### src/rtl/mdio_slave_pkg.sv
// Shared types and constants for the MDIO slave decoder.
// Assumes clause-22 framing: 2-bit opcode, 5-bit fields, 16-bit data.
package mdio_slave_pkg;
    localparam int OPC_W   = 2;
    localparam int FIELD_W = 5;
    localparam int DATA_W  = 16;

    localparam logic [OPC_W-1:0] OPC_RD = 2'b10;
    localparam logic [OPC_W-1:0] OPC_WR = 2'b01;

    typedef enum logic [2:0] {
        PH_IDLE  = 3'd0,   // counting preamble
        PH_START = 3'd1,   // second start bit
        PH_OPC   = 3'd2,
        PH_PHY   = 3'd3,
        PH_REG   = 3'd4,
        PH_TA    = 3'd5,
        PH_DATA  = 3'd6
    } mdio_phase_e;
endpackage

### src/rtl/mdio_mdc_edges.sv
// Synchronises the asynchronous MDC input and produces one-cycle rise and
// fall strobes. Assumes MDC stays in each level for several system clocks.
module mdio_mdc_edges #(
    parameter int STAGES = 2
) (
    input  logic clk,
    input  logic rst_n,
    input  logic mdc_async,
    output logic mdc_rise,
    output logic mdc_fall
);
    logic [STAGES:0] pipe;

    // Shift MDC through the synchroniser plus one history flop.
    always_ff @(posedge clk) begin
        if (!rst_n) pipe <= '0;
        else        pipe <= {pipe[STAGES-1:0], mdc_async};
    end

    // Compare the synchronised level with its previous value.
    always_comb begin
        mdc_rise = pipe[STAGES-1] & ~pipe[STAGES];
        mdc_fall = ~pipe[STAGES-1] & pipe[STAGES];
    end
endmodule

### src/rtl/mdio_line_sync.sv
// Synchronises the MDIO data line with the same latency as the MDC edge
// detector, so a rise strobe lines up with the bit the master set up.
module mdio_line_sync #(
    parameter int   STAGES  = 2,
    parameter logic RST_VAL = 1'b1
) (
    input  logic clk,
    input  logic rst_n,
    input  logic line_async,
    output logic line_sync
);
    logic [STAGES-1:0] pipe;

    // Plain multi-flop synchroniser, reset to the idle bus level.
    always_ff @(posedge clk) begin
        if (!rst_n) pipe <= {STAGES{RST_VAL}};
        else        pipe <= {pipe[STAGES-2:0], line_async};
    end

    assign line_sync = pipe[STAGES-1];
endmodule

### src/rtl/mdio_frame_fsm.sv
// Frame decoder: walks preamble, start, opcode, PHY address, register index,
// turnaround and data on MDC rising edges. Produces combinational strobes at
// the end of turnaround and at the last data bit, and a registered write
// commit. Assumes mdio_bit is aligned with mdc_rise.
module mdio_frame_fsm
    import mdio_slave_pkg::*;
#(
    parameter int PHY_ADDR = 1,
    parameter int PRE_MIN  = 32
) (
    input  logic               clk,
    input  logic               rst_n,
    input  logic               mdc_rise,
    input  logic               mdio_bit,
    output mdio_phase_e        phase,
    output logic               start_err,
    output logic [FIELD_W-1:0] reg_addr,
    output logic               addr_hit,
    output logic               is_read,
    output logic               ta_done,
    output logic               data_last,
    output logic               wr_en,
    output logic [DATA_W-1:0]  wdata
);
    localparam int PRE_W = $clog2(PRE_MIN + 1);
    localparam int CNT_W = $clog2(DATA_W) + 1;
    localparam logic [PRE_W-1:0]   PRE_LIM  = PRE_W'(PRE_MIN);
    localparam logic [CNT_W-1:0]   OPC_END  = CNT_W'(OPC_W - 1);
    localparam logic [CNT_W-1:0]   FLD_END  = CNT_W'(FIELD_W - 1);
    localparam logic [CNT_W-1:0]   TA_END   = CNT_W'(1);
    localparam logic [CNT_W-1:0]   DAT_END  = CNT_W'(DATA_W - 1);
    localparam logic [FIELD_W-1:0] OWN_ADDR = FIELD_W'(PHY_ADDR);

    mdio_phase_e         phase_q;
    logic [PRE_W-1:0]    pre_cnt;
    logic [CNT_W-1:0]    bit_cnt;
    logic [OPC_W-1:0]    opc_q;
    logic [FIELD_W-1:0]  phy_q;
    logic [FIELD_W-1:0]  reg_q;
    logic [DATA_W-1:0]   shift_q;
    logic                start_err_q;
    logic                wr_en_q;
    logic [DATA_W-1:0]   wdata_q;

    // Decode strobes and address match from the current field registers.
    always_comb begin
        addr_hit  = (phy_q == OWN_ADDR);
        is_read   = (opc_q == OPC_RD);
        ta_done   = mdc_rise && (phase_q == PH_TA) && (bit_cnt == TA_END);
        data_last = mdc_rise && (phase_q == PH_DATA) && (bit_cnt == DAT_END);
    end

    // Frame state machine, advanced only on MDC rising edges.
    always_ff @(posedge clk) begin
        if (!rst_n) begin
            phase_q     <= PH_IDLE;
            pre_cnt     <= '0;
            bit_cnt     <= '0;
            opc_q       <= '0;
            phy_q       <= '0;
            reg_q       <= '0;
            shift_q     <= '0;
            start_err_q <= 1'b0;
            wr_en_q     <= 1'b0;
            wdata_q     <= '0;
        end else begin
            start_err_q <= 1'b0;
            wr_en_q     <= 1'b0;
            if (mdc_rise) begin
                case (phase_q)
                    PH_IDLE: begin
                        if ((pre_cnt >= PRE_LIM) && !mdio_bit) begin
                            phase_q <= PH_START;
                            bit_cnt <= '0;
                            pre_cnt <= '0;
                        end else if (pre_cnt < PRE_LIM) begin
                            pre_cnt <= pre_cnt + 1'b1;
                        end
                    end
                    PH_START: begin
                        start_err_q <= !mdio_bit;
                        phase_q     <= PH_OPC;
                        bit_cnt     <= '0;
                    end
                    PH_OPC: begin
                        opc_q <= {opc_q[OPC_W-2:0], mdio_bit};
                        if (bit_cnt == OPC_END) begin
                            phase_q <= PH_PHY;
                            bit_cnt <= '0;
                        end else begin
                            bit_cnt <= bit_cnt + 1'b1;
                        end
                    end
                    PH_PHY: begin
                        phy_q <= {phy_q[FIELD_W-2:0], mdio_bit};
                        if (bit_cnt == FLD_END) begin
                            phase_q <= PH_REG;
                            bit_cnt <= '0;
                        end else begin
                            bit_cnt <= bit_cnt + 1'b1;
                        end
                    end
                    PH_REG: begin
                        reg_q <= {reg_q[FIELD_W-2:0], mdio_bit};
                        if (bit_cnt == FLD_END) begin
                            phase_q <= PH_TA;
                            bit_cnt <= '0;
                        end else begin
                            bit_cnt <= bit_cnt + 1'b1;
                        end
                    end
                    PH_TA: begin
                        if (bit_cnt == TA_END) begin
                            phase_q <= PH_DATA;
                            bit_cnt <= '0;
                        end else begin
                            bit_cnt <= bit_cnt + 1'b1;
                        end
                    end
                    PH_DATA: begin
                        shift_q <= {shift_q[DATA_W-2:0], mdio_bit};
                        if (bit_cnt == DAT_END) begin
                            phase_q <= PH_IDLE;
                            bit_cnt <= '0;
                            pre_cnt <= '0;
                            wdata_q <= {shift_q[DATA_W-2:0], mdio_bit};
                            wr_en_q <= (opc_q == OPC_WR) && addr_hit;
                        end else begin
                            bit_cnt <= bit_cnt + 1'b1;
                        end
                    end
                    default: phase_q <= PH_IDLE;
                endcase
            end
        end
    end

    assign phase     = phase_q;
    assign start_err = start_err_q;
    assign reg_addr  = reg_q;
    assign wr_en     = wr_en_q;
    assign wdata     = wdata_q;


    pre_len_chk: assert property (@(posedge clk) disable iff (!rst_n)
        (phase_q == PH_START && $past(phase_q) == PH_IDLE) |-> ($past(pre_cnt) >= PRE_LIM));


    start_err_src_chk: assert property (@(posedge clk) disable iff (!rst_n)
        start_err_q |-> ($past(phase_q) == PH_START));


    wr_commit_chk: assert property (@(posedge clk) disable iff (!rst_n)
        wr_en_q |-> (phase_q == PH_IDLE && $past(phase_q) == PH_DATA));
endmodule

### src/rtl/mdio_read_driver.sv
// Read-side output stage: loads the fetched word at the end of turnaround,
// drives it MSB first, changing on MDC falling edges, and releases the line
// on the last data rising edge.
module mdio_read_driver #(
    parameter int DATA_W = 16
) (
    input  logic              clk,
    input  logic              rst_n,
    input  logic              load_en,
    input  logic [DATA_W-1:0] load_val,
    input  logic              fall_en,
    input  logic              drop_en,
    output logic              mdio_out,
    output logic              mdio_oe
);
    logic [DATA_W-1:0] sh_q;

    // Output shift register and pad enable.
    always_ff @(posedge clk) begin
        if (!rst_n) begin
            sh_q     <= '0;
            mdio_out <= 1'b0;
            mdio_oe  <= 1'b0;
        end else if (drop_en) begin
            mdio_out <= 1'b0;
            mdio_oe  <= 1'b0;
        end else if (load_en) begin
            sh_q     <= load_val;
            mdio_out <= 1'b0;
            mdio_oe  <= 1'b1;
        end else if (fall_en && mdio_oe) begin
            mdio_out <= sh_q[DATA_W-1];
            sh_q     <= {sh_q[DATA_W-2:0], 1'b0};
        end
    end


    oe_origin_chk: assert property (@(posedge clk) disable iff (!rst_n)
        $rose(mdio_oe) |-> $past(load_en));
endmodule

### src/rtl/mdio_slave_decoder.sv
// Top level of the MDIO slave decoder: synchronisers, frame FSM and read
// driver. Assumes an attached register file with combinational read data.
module mdio_slave_decoder
    import mdio_slave_pkg::*;
#(
    parameter int PHY_ADDR    = 1,
    parameter int PRE_MIN     = 32,
    parameter int SYNC_STAGES = 2
) (
    input  logic               clk,
    input  logic               rst_n,
    input  logic               mdc_in,
    input  logic               mdio_in,
    output logic               mdio_out,
    output logic               mdio_oe,
    output logic [FIELD_W-1:0] reg_addr,
    output logic               reg_rd_en,
    input  logic [DATA_W-1:0]  reg_rdata,
    output logic               reg_wr_en,
    output logic [DATA_W-1:0]  reg_wdata,
    output logic               start_err
);
    logic        mdc_rise, mdc_fall, mdio_bit;
    logic        addr_hit, is_read, ta_done, data_last, rd_strobe;
    mdio_phase_e phase;
    logic [DATA_W-1:0] rd_value;

    mdio_mdc_edges #(.STAGES(SYNC_STAGES)) u_mdc (
        .clk(clk), .rst_n(rst_n), .mdc_async(mdc_in),
        .mdc_rise(mdc_rise), .mdc_fall(mdc_fall)
    );

    mdio_line_sync #(.STAGES(SYNC_STAGES), .RST_VAL(1'b1)) u_dat (
        .clk(clk), .rst_n(rst_n), .line_async(mdio_in), .line_sync(mdio_bit)
    );

    mdio_frame_fsm #(.PHY_ADDR(PHY_ADDR), .PRE_MIN(PRE_MIN)) u_fsm (
        .clk(clk), .rst_n(rst_n), .mdc_rise(mdc_rise), .mdio_bit(mdio_bit),
        .phase(phase), .start_err(start_err), .reg_addr(reg_addr),
        .addr_hit(addr_hit), .is_read(is_read), .ta_done(ta_done),
        .data_last(data_last), .wr_en(reg_wr_en), .wdata(reg_wdata)
    );

    // Read fetch: strobe the register file only for this slave's address.
    always_comb begin
        rd_strobe = ta_done && is_read;
        reg_rd_en = rd_strobe && addr_hit;
        rd_value  = addr_hit ? reg_rdata : {DATA_W{1'b1}};
    end

    mdio_read_driver #(.DATA_W(DATA_W)) u_drv (
        .clk(clk), .rst_n(rst_n), .load_en(rd_strobe), .load_val(rd_value),
        .fall_en(mdc_fall), .drop_en(data_last),
        .mdio_out(mdio_out), .mdio_oe(mdio_oe)
    );


    oe_phase_chk: assert property (@(posedge clk) disable iff (!rst_n)
        mdio_oe |-> (phase == PH_DATA && is_read));


    rd_then_drive_chk: assert property (@(posedge clk) disable iff (!rst_n)
        reg_rd_en |=> mdio_oe);
endmodule

### config.mk
export PLATFORM = sky130hd
export DESIGN_NAME = mdio_slave_decoder
export DESIGN_NICKNAME = d
export VERILOG_FILES = /design/src/rtl/mdio_slave_pkg.sv /design/src/rtl/mdio_mdc_edges.sv /design/src/rtl/mdio_line_sync.sv /design/src/rtl/mdio_frame_fsm.sv /design/src/rtl/mdio_read_driver.sv /design/src/rtl/mdio_slave_decoder.sv
export SDC_FILE = /design/constraint.sdc
export NUM_CORES = 1
export LEC_CHECK = 0
export ABC_CLOCK_PERIOD_IN_PS = 5300
export BUFFER_PORTS_ARGS = -buffer_cell sky130_fd_sc_hd__buf_2
export CELL_PAD_IN_SITES_DETAIL_PLACEMENT = 1
export CELL_PAD_IN_SITES_GLOBAL_PLACEMENT = 1
export CORE_MARGIN = 3
export CORE_UTILIZATION = 47
export DETAILED_ROUTE_END_ITERATION = 10
export PLACE_DENSITY = 0.83
export SKIP_CTS_REPAIR_TIMING = 1
export SLEW_MARGIN = 20
export SYNTH_ARGS = -nofsm -noshare
export SYNTH_HDL_FRONTEND = slang
export SYNTH_SLANG_ARGS = --single-unit
export TNS_END_PERCENT = 30
### constraint.sdc
create_clock -name clk -period 5.3 [get_ports clk]
set_input_delay 0.795 -clock clk [delete_from_list [all_inputs] [get_ports clk]]
set_output_delay 0.795 -clock clk [all_outputs]
set_load 0.01 [all_outputs]
== Word-level counts from Yosys, hierarchy flattened ==
Cells that the tools add are included.

* Output and inout port bits: 26
* Bits in registers: 82
* Word-level logic and storage cells: 92
* Bits of input ports: 20

* Eq/ne operators: 19
* Mux-type cells: 19
* Reductions and logical operators: 29
* Bitwise gates (word level): 6
* Add/sub/neg operators: 2
* $lt $le $gt $ge: 2

{| class="wikitable"
|+ Operators with widths
! kind !! count
|-
| two-way mux 16 bit || 3
|-
| one-hot mux 5 bit (5 select lines) || 1
|-
| one-hot mux 3 bit (7 select lines) || 1
|-
| two-way mux 5 bit || 4
|-
| two-way mux 3 bit || 6
|-
| two-way mux 6 bit || 3
|-
| one-hot mux 6 bit (2 select lines) || 1
|-
| == test 5 x 1 -> 1 bit, second input constant || 2
|-
| AND reduction 2 bit || 5
|-
| == test 3 bit, second input constant || 3
|-
| logical AND 1 bit || 9
|-
| AND reduction 3 bit || 3
|-
| != test 2 x 1 -> 1 bit, second input constant || 4
|-
| AND reduction 4 bit || 2
|-
| AND reduction 7 bit || 1
|-
| adder 6 x 1 -> 6 bit, second input constant || 1
|-
| == test 3 x 2 -> 1 bit, second input constant || 2
|-
| greater-or-equal comparator 6 bit, second input constant || 1
|-
| less-than comparator 6 bit, second input constant || 1
|-
| OR reduction 2 bit || 3
|-
| adder 5 x 1 -> 5 bit, second input constant || 1
|-
| == test 5 x 3 -> 1 bit, second input constant || 1
|-
| == test 5 x 4 -> 1 bit, second input constant || 1
|-
| nonzero test 5 bit || 1
|-
| 11 further kinds || 17
|}

== Logic depth before layout (Yosys ltp) ==
* Depth after elaboration: 7
* Mapped depth: 9
* Gate-level depth less buffers: 8

== Hierarchy ==
From an unflattened synthesis, not the netlist that was laid out.

* Cells, all modules: 428
* Area total of the unflattened synthesis: 3721.1 um^2

{| class="wikitable"
|+ By module, submodules not included
! module !! cells each !! sequential area each (um^2) !! instances !! area an instance (um^2)
|-
| mdio_frame_fsm || 298 || 1181.1 || 1 || 2499.9
|-
| mdio_read_driver || 99 || 360.3 || 1 || 949.7
|-
| mdio_slave_decoder || 19 || 0.0 || 1 || 127.6
|-
| mdio_mdc_edges || 8 || 60.1 || 1 || 91.3
|-
| mdio_line_sync || 4 || 40.0 || 1 || 52.6
|}

== Least setup slack after synthesis ==
No wires, ideal clock.

* Kind: register to output
* Start: reg u_fsm.phy_q[2]
* End: out reg_rd_en
* Buffers on the path: 2
* Arrival: 1.331 ns
* Stages on the path, launching flop included: 6
* Required time: 4.505 ns
* Setup slack: 3.174 ns
* Path through: dfxtp_1 nand2b_1 or4_1 clkbuf_1 buf_2 nor2_1

* Cells in the longest elaborated chain, start to end: 2

{| class="wikitable"
|+ Ends and longest elaborated chain
! item !! RTL line !! RTL
|-
| from (decl) || mdio_frame_fsm.sv:38 || <nowiki>logic [FIELD_W-1:0] phy_q;</nowiki>
|-
| from (signal assigned) || mdio_frame_fsm.sv:95 || <nowiki>phy_q <= {phy_q[FIELD_W-2:0], mdio_bit};</nowiki>
|-
| == test 5 x 1 -> 1 bit || mdio_frame_fsm.sv:47 || <nowiki>addr_hit = (phy_q == OWN_ADDR);</nowiki>
|-
| logical AND 1 bit || mdio_slave_decoder.sv:47 || <nowiki>reg_rd_en = rd_strobe && addr_hit;</nowiki>
|-
| to (decl) || mdio_slave_decoder.sv:17 || <nowiki>output logic reg_rd_en,</nowiki>
|}

Every way passes these cells.

== Worst setup path after layout ==
* Start: reg u_mdc.pipe[1]
* End: out reg_rd_en

* Cells in the longest elaborated chain, start to end: 5

{| class="wikitable"
|+ Ends and longest elaborated chain
! item !! RTL line !! RTL
|-
| from (decl) || mdio_mdc_edges.sv:12 || <nowiki>logic [STAGES:0] pipe;</nowiki>
|-
| from (signal assigned) || mdio_mdc_edges.sv:17 || <nowiki>else pipe <= {pipe[STAGES-1:0], mdc_async};</nowiki>
|-
| AND 1 bit || mdio_mdc_edges.sv:22 || <nowiki>mdc_rise = pipe[STAGES-1] & ~pipe[STAGES];</nowiki>
|-
| logical AND 1 bit (2 in series) || mdio_frame_fsm.sv:49 || <nowiki>ta_done = mdc_rise && (phase_q == PH_TA) && (bit_cnt == TA_END);</nowiki>
|-
| logical AND 1 bit || mdio_slave_decoder.sv:46 || <nowiki>rd_strobe = ta_done && is_read;</nowiki>
|-
| logical AND 1 bit || mdio_slave_decoder.sv:47 ||
|}

Every way passes these cells.

==> run summary <==
The sequential cell area fraction in the yosys report came out at 48.1%. In this run the remaining antenna-violating nets after routing total 0. The initial core utilization came out at 49.5%. The switching part of the total power is 22.3%. The area growth from synthesis to final layout came out at 13.6%.

The floorplan step set the die height to 91.3 um. The count of final hold-check violations came out at 0. The share of total power in sequential cells came out at 52.8%. Across every metal layer, demand over resource in global routing totals 19.9%. The highest achievable clock rate is 0.342 GHz.

The antenna diode count came out at 0. For this run, the leading register cell type out of synthesis is dfxtp_1. At the pin with the least slew margin, the transition time is 1050 ps. Setup repair after global routing left no endpoint under its margin. The register-to-register setup slack came out at 2630 ps. The number of library cell types mapped by synthesis came out at 46. The count of pins over their slew limit is 0.

The startpoint identified for the worst hold timing path is u_dat.pipe[0]. The critical path is of the register to output pin type. At the worst endpoint, the required time is 4510 ps. The maximum number of pins on one net before global-route repair is 52. The clock arrives with 8.46 ps of skew. The average cell area after synthesis is 9.26 um^2.

The routed layout has 2746 vias. Cells with a size suffix above 1 make up 17.0% of the layout. In the synthesized netlist, the number of instances is 369. The arrival time of the worst setup path is 2130 ps. The number of H-tree levels is 3. The tree is rooted in a clkbuf_8. The area of the die came out at 8330 um^2. The endpoint with the worst hold slack is u_dat.pipe[1]. In this run the cell area of the synthesized design comes to 3420 um^2.

The run finished with clean final reports. Setup violations remaining at the end of the flow were counted as 0. The number of I/O port buffers is 45. The startpoint identified for the worst register-to-register timing path is u_mdc.pipe[1].

The insertion delay to the later sink of the worst-skew pair is 350 ps. The detailed router's first-iteration violation count is 67. STA classifies the critical path startpoint as a register. The tree built by TritonCTS fans out to 82 sinks. The sum of overflow across all layers after global routing came out at 0. The area inside the core boundary is 6910 um^2.

Adding up every negative setup slack in the final design gives 0 ps. The number of placed I/O pins is 46. The initial antenna violation count is 0. The worst hold path class is register to register. The clock network accounts for 45.0% of the total power. The pre-antenna-repair detailed-routing pass consisted of 4 iterations. The width of the chip is 91.3 um. The worst-case headroom to the max-slew limit came out at 30.2%. The number of cell rows is 30. Along the worst hold path, the cell count comes to 1. In this run, CTS created clock tree buffers numbering 9.

The wire length per cell is 15.6 um. The placer congestion estimate came out at 0.863. The number of maximum-capacitance violations came out at 0. The maximum ir drop on the vdd rail is 0.000109 V. The endpoint of the worst-slack reg-to-reg timing path is u_fsm.wr_en. The total wire length is 7830 um.

The buffer levels on the longest clock path is 2. The final routed DRC violation total came out at 0. The worst setup path is captured at an output pin.

The fraction of the cycle the final worst path needs came out at 55.3%. Counting every net in the synthesized netlist gives 396. The total leakage power is 1.57 nW. The wire length of the first global-routing pass came out at 13500 um.

The HPWL after detailed placement is 5270 um. After synthesis, the share of flip-flops with an asynchronous set or reset is 0%. The area after detailed placement is 3650 um^2.

In the routed layout, each cell is associated on average with a via count of 5.47. The number of nets in the layout is 428. For the finished layout, the period the worst path requires is 2930 ps. TritonCTS built the clock tree. Yosys printed 0 warnings. Internal power comes to 911 uW. The switching component of the power is 262 uW. With fillers left out, the area of the finished cells amounts to 3880 um^2.

Power spread over the standard cell area amounts to 302 nW/um^2. The via count of the first global-routing pass is 2889. The count of flip-flops with a built-in enable after synthesis is 0. The part of the power in combinational logic is 2.2%. The worst register-to-register path has a depth of 4. After synthesis the netlist holds a flip-flop and latch count of 82. After clock tree synthesis, the clock-pin slew on the worst setup and hold paths is 90 ps. Final hold analysis gives a worst-case slack of 447 ps. The critical-path maximum fanout is 10.
-- power by group through the flow --
stage | Combinational, mW | Clock (mW) | Sequential [mW]
after floorplan | 0.0146 | 0 | 0.633
after global placement | 0.0255 | 0 | 0.634
after detailed placement | 0.0259 | 0 | 0.634
after CTS | 0.0262 | 0.538 | 0.620
after global routing | 0.0288 | 0.567 | 0.620
final | 0.0259 | 0.527 | 0.620
-- logic make-up after synthesis --
group	synth area share [%]
DFF	48.1
and+or+nand+nor	20.1
buffers and inverters	4.87
adders and majority gates	2.56
AOI/OAI and AO/OA	15.7
xor gates and xnor gates	0.769
muxes	7.95
-- layer usage --
layer / vias up / wire length (um) / track usage, %
li1: 1366 / - / -
met1: 1328 / 3630 / 25.2
met2: 43 / 3880 / 32.8
met3: 9 / 226 / 4.64
met4: 0 / 96 / 7.41
met5: - / 0 / 0
-- final cells by class --
type,count,area [um^2]
fill,843,3030
sequential,82,1640
multi-input combinational,251,1610
timing repair buffer,47,240
clock buffer,10,138
tap,96,120
clock inverter,6,95.1
inverter,10,37.5
-- cell usage after synthesis, drive strengths merged, types with 7 or more instances --
cell type	count	area (um^2)
nand3	13	65.1
nand2	44	165
clkbuf	16	60.1
nor3	18	95.1
mux2i	26	260
a211oi	16	120
and3	7	43.8
buf	10	68.8
a21oi	29	153
o21ai	9	45.0
ha	7	87.6
a22o	16	140
dfxtp	82	1640
nor2	20	75.1
inv	9	33.8
-- per-stage QoR --
stage | power, mW | utilization (%) | setup slack (ps) | std cells
after floorplan | 0.648 | - | 3170 | 369
final | 1.17 | 56.2 | 2370 | 502
after detailed placement | 0.660 | 52.8 | 2640 | 486
after global placement | 0.659 | 52.8 | 2740 | 486
after CTS | 1.18 | 56.2 | 2330 | 502
after global routing | 1.22 | 56.2 | 2130 | 502
-- worst max-delay path by stage --
stage | cells past startpoint | end | slack [ps] | startpoint
after floorplan | 5 | reg_rd_en | 3170 | u_fsm.phy_q[2]
after global placement | 4 | u_fsm.wr_en | 2740 | u_mdc.pipe[1]
after detailed placement | 4 | u_fsm.wr_en | 2640 | u_mdc.pipe[1]
after CTS | 6 | reg_rd_en | 2330 | u_mdc.pipe[1]
after global routing | 6 | reg_rd_en | 2130 | u_mdc.pipe[1]
final | 6 | reg_rd_en | 2370 | u_mdc.pipe[1]
-- state kept, by name (all words and copies together), names as in the netlist --
register	count
u_drv.sh_q	16
u_fsm.wdata	16
u_fsm.shift_q	15
u_fsm.pre_cnt	6
u_fsm.bit_cnt	5
u_fsm.phy_q	5
u_fsm.reg_addr	5
u_fsm.phase	3
u_mdc.pipe	3
u_dat.pipe	2
u_fsm.opc_q	2
u_drv.mdio_oe	1
u_drv.mdio_out	1
u_fsm.start_err	1
u_fsm.wr_en	1
-- critical path, cell delays in order, from the launching register on --
cell	delay, ps
dfxtp_1	380
nor2b_1	540
nand2_1	280
nor2_1	140
nand2_1	70
nor2_1	190
buf_2	170
-- layout by cell type, fill, tap and decap left out, types with 3 or more instances in the layout --
cell / count
inv_1: 9
and3_1: 7
o21ai_0: 9
clkbuf_8: 10
buf_2: 45
nand2_1: 44
dfxtp_1: 82
nor2_1: 20
a21oi_1: 27
and2_1: 4
nand2b_1: 4
mux2i_1: 26
xnor2_1: 3
ha_1: 7
nor2b_1: 4
nand3_1: 13
inv_6: 3
nor3_1: 17
a211oi_1: 16
a22o_1: 16
(Power assumes the default switching activity.)
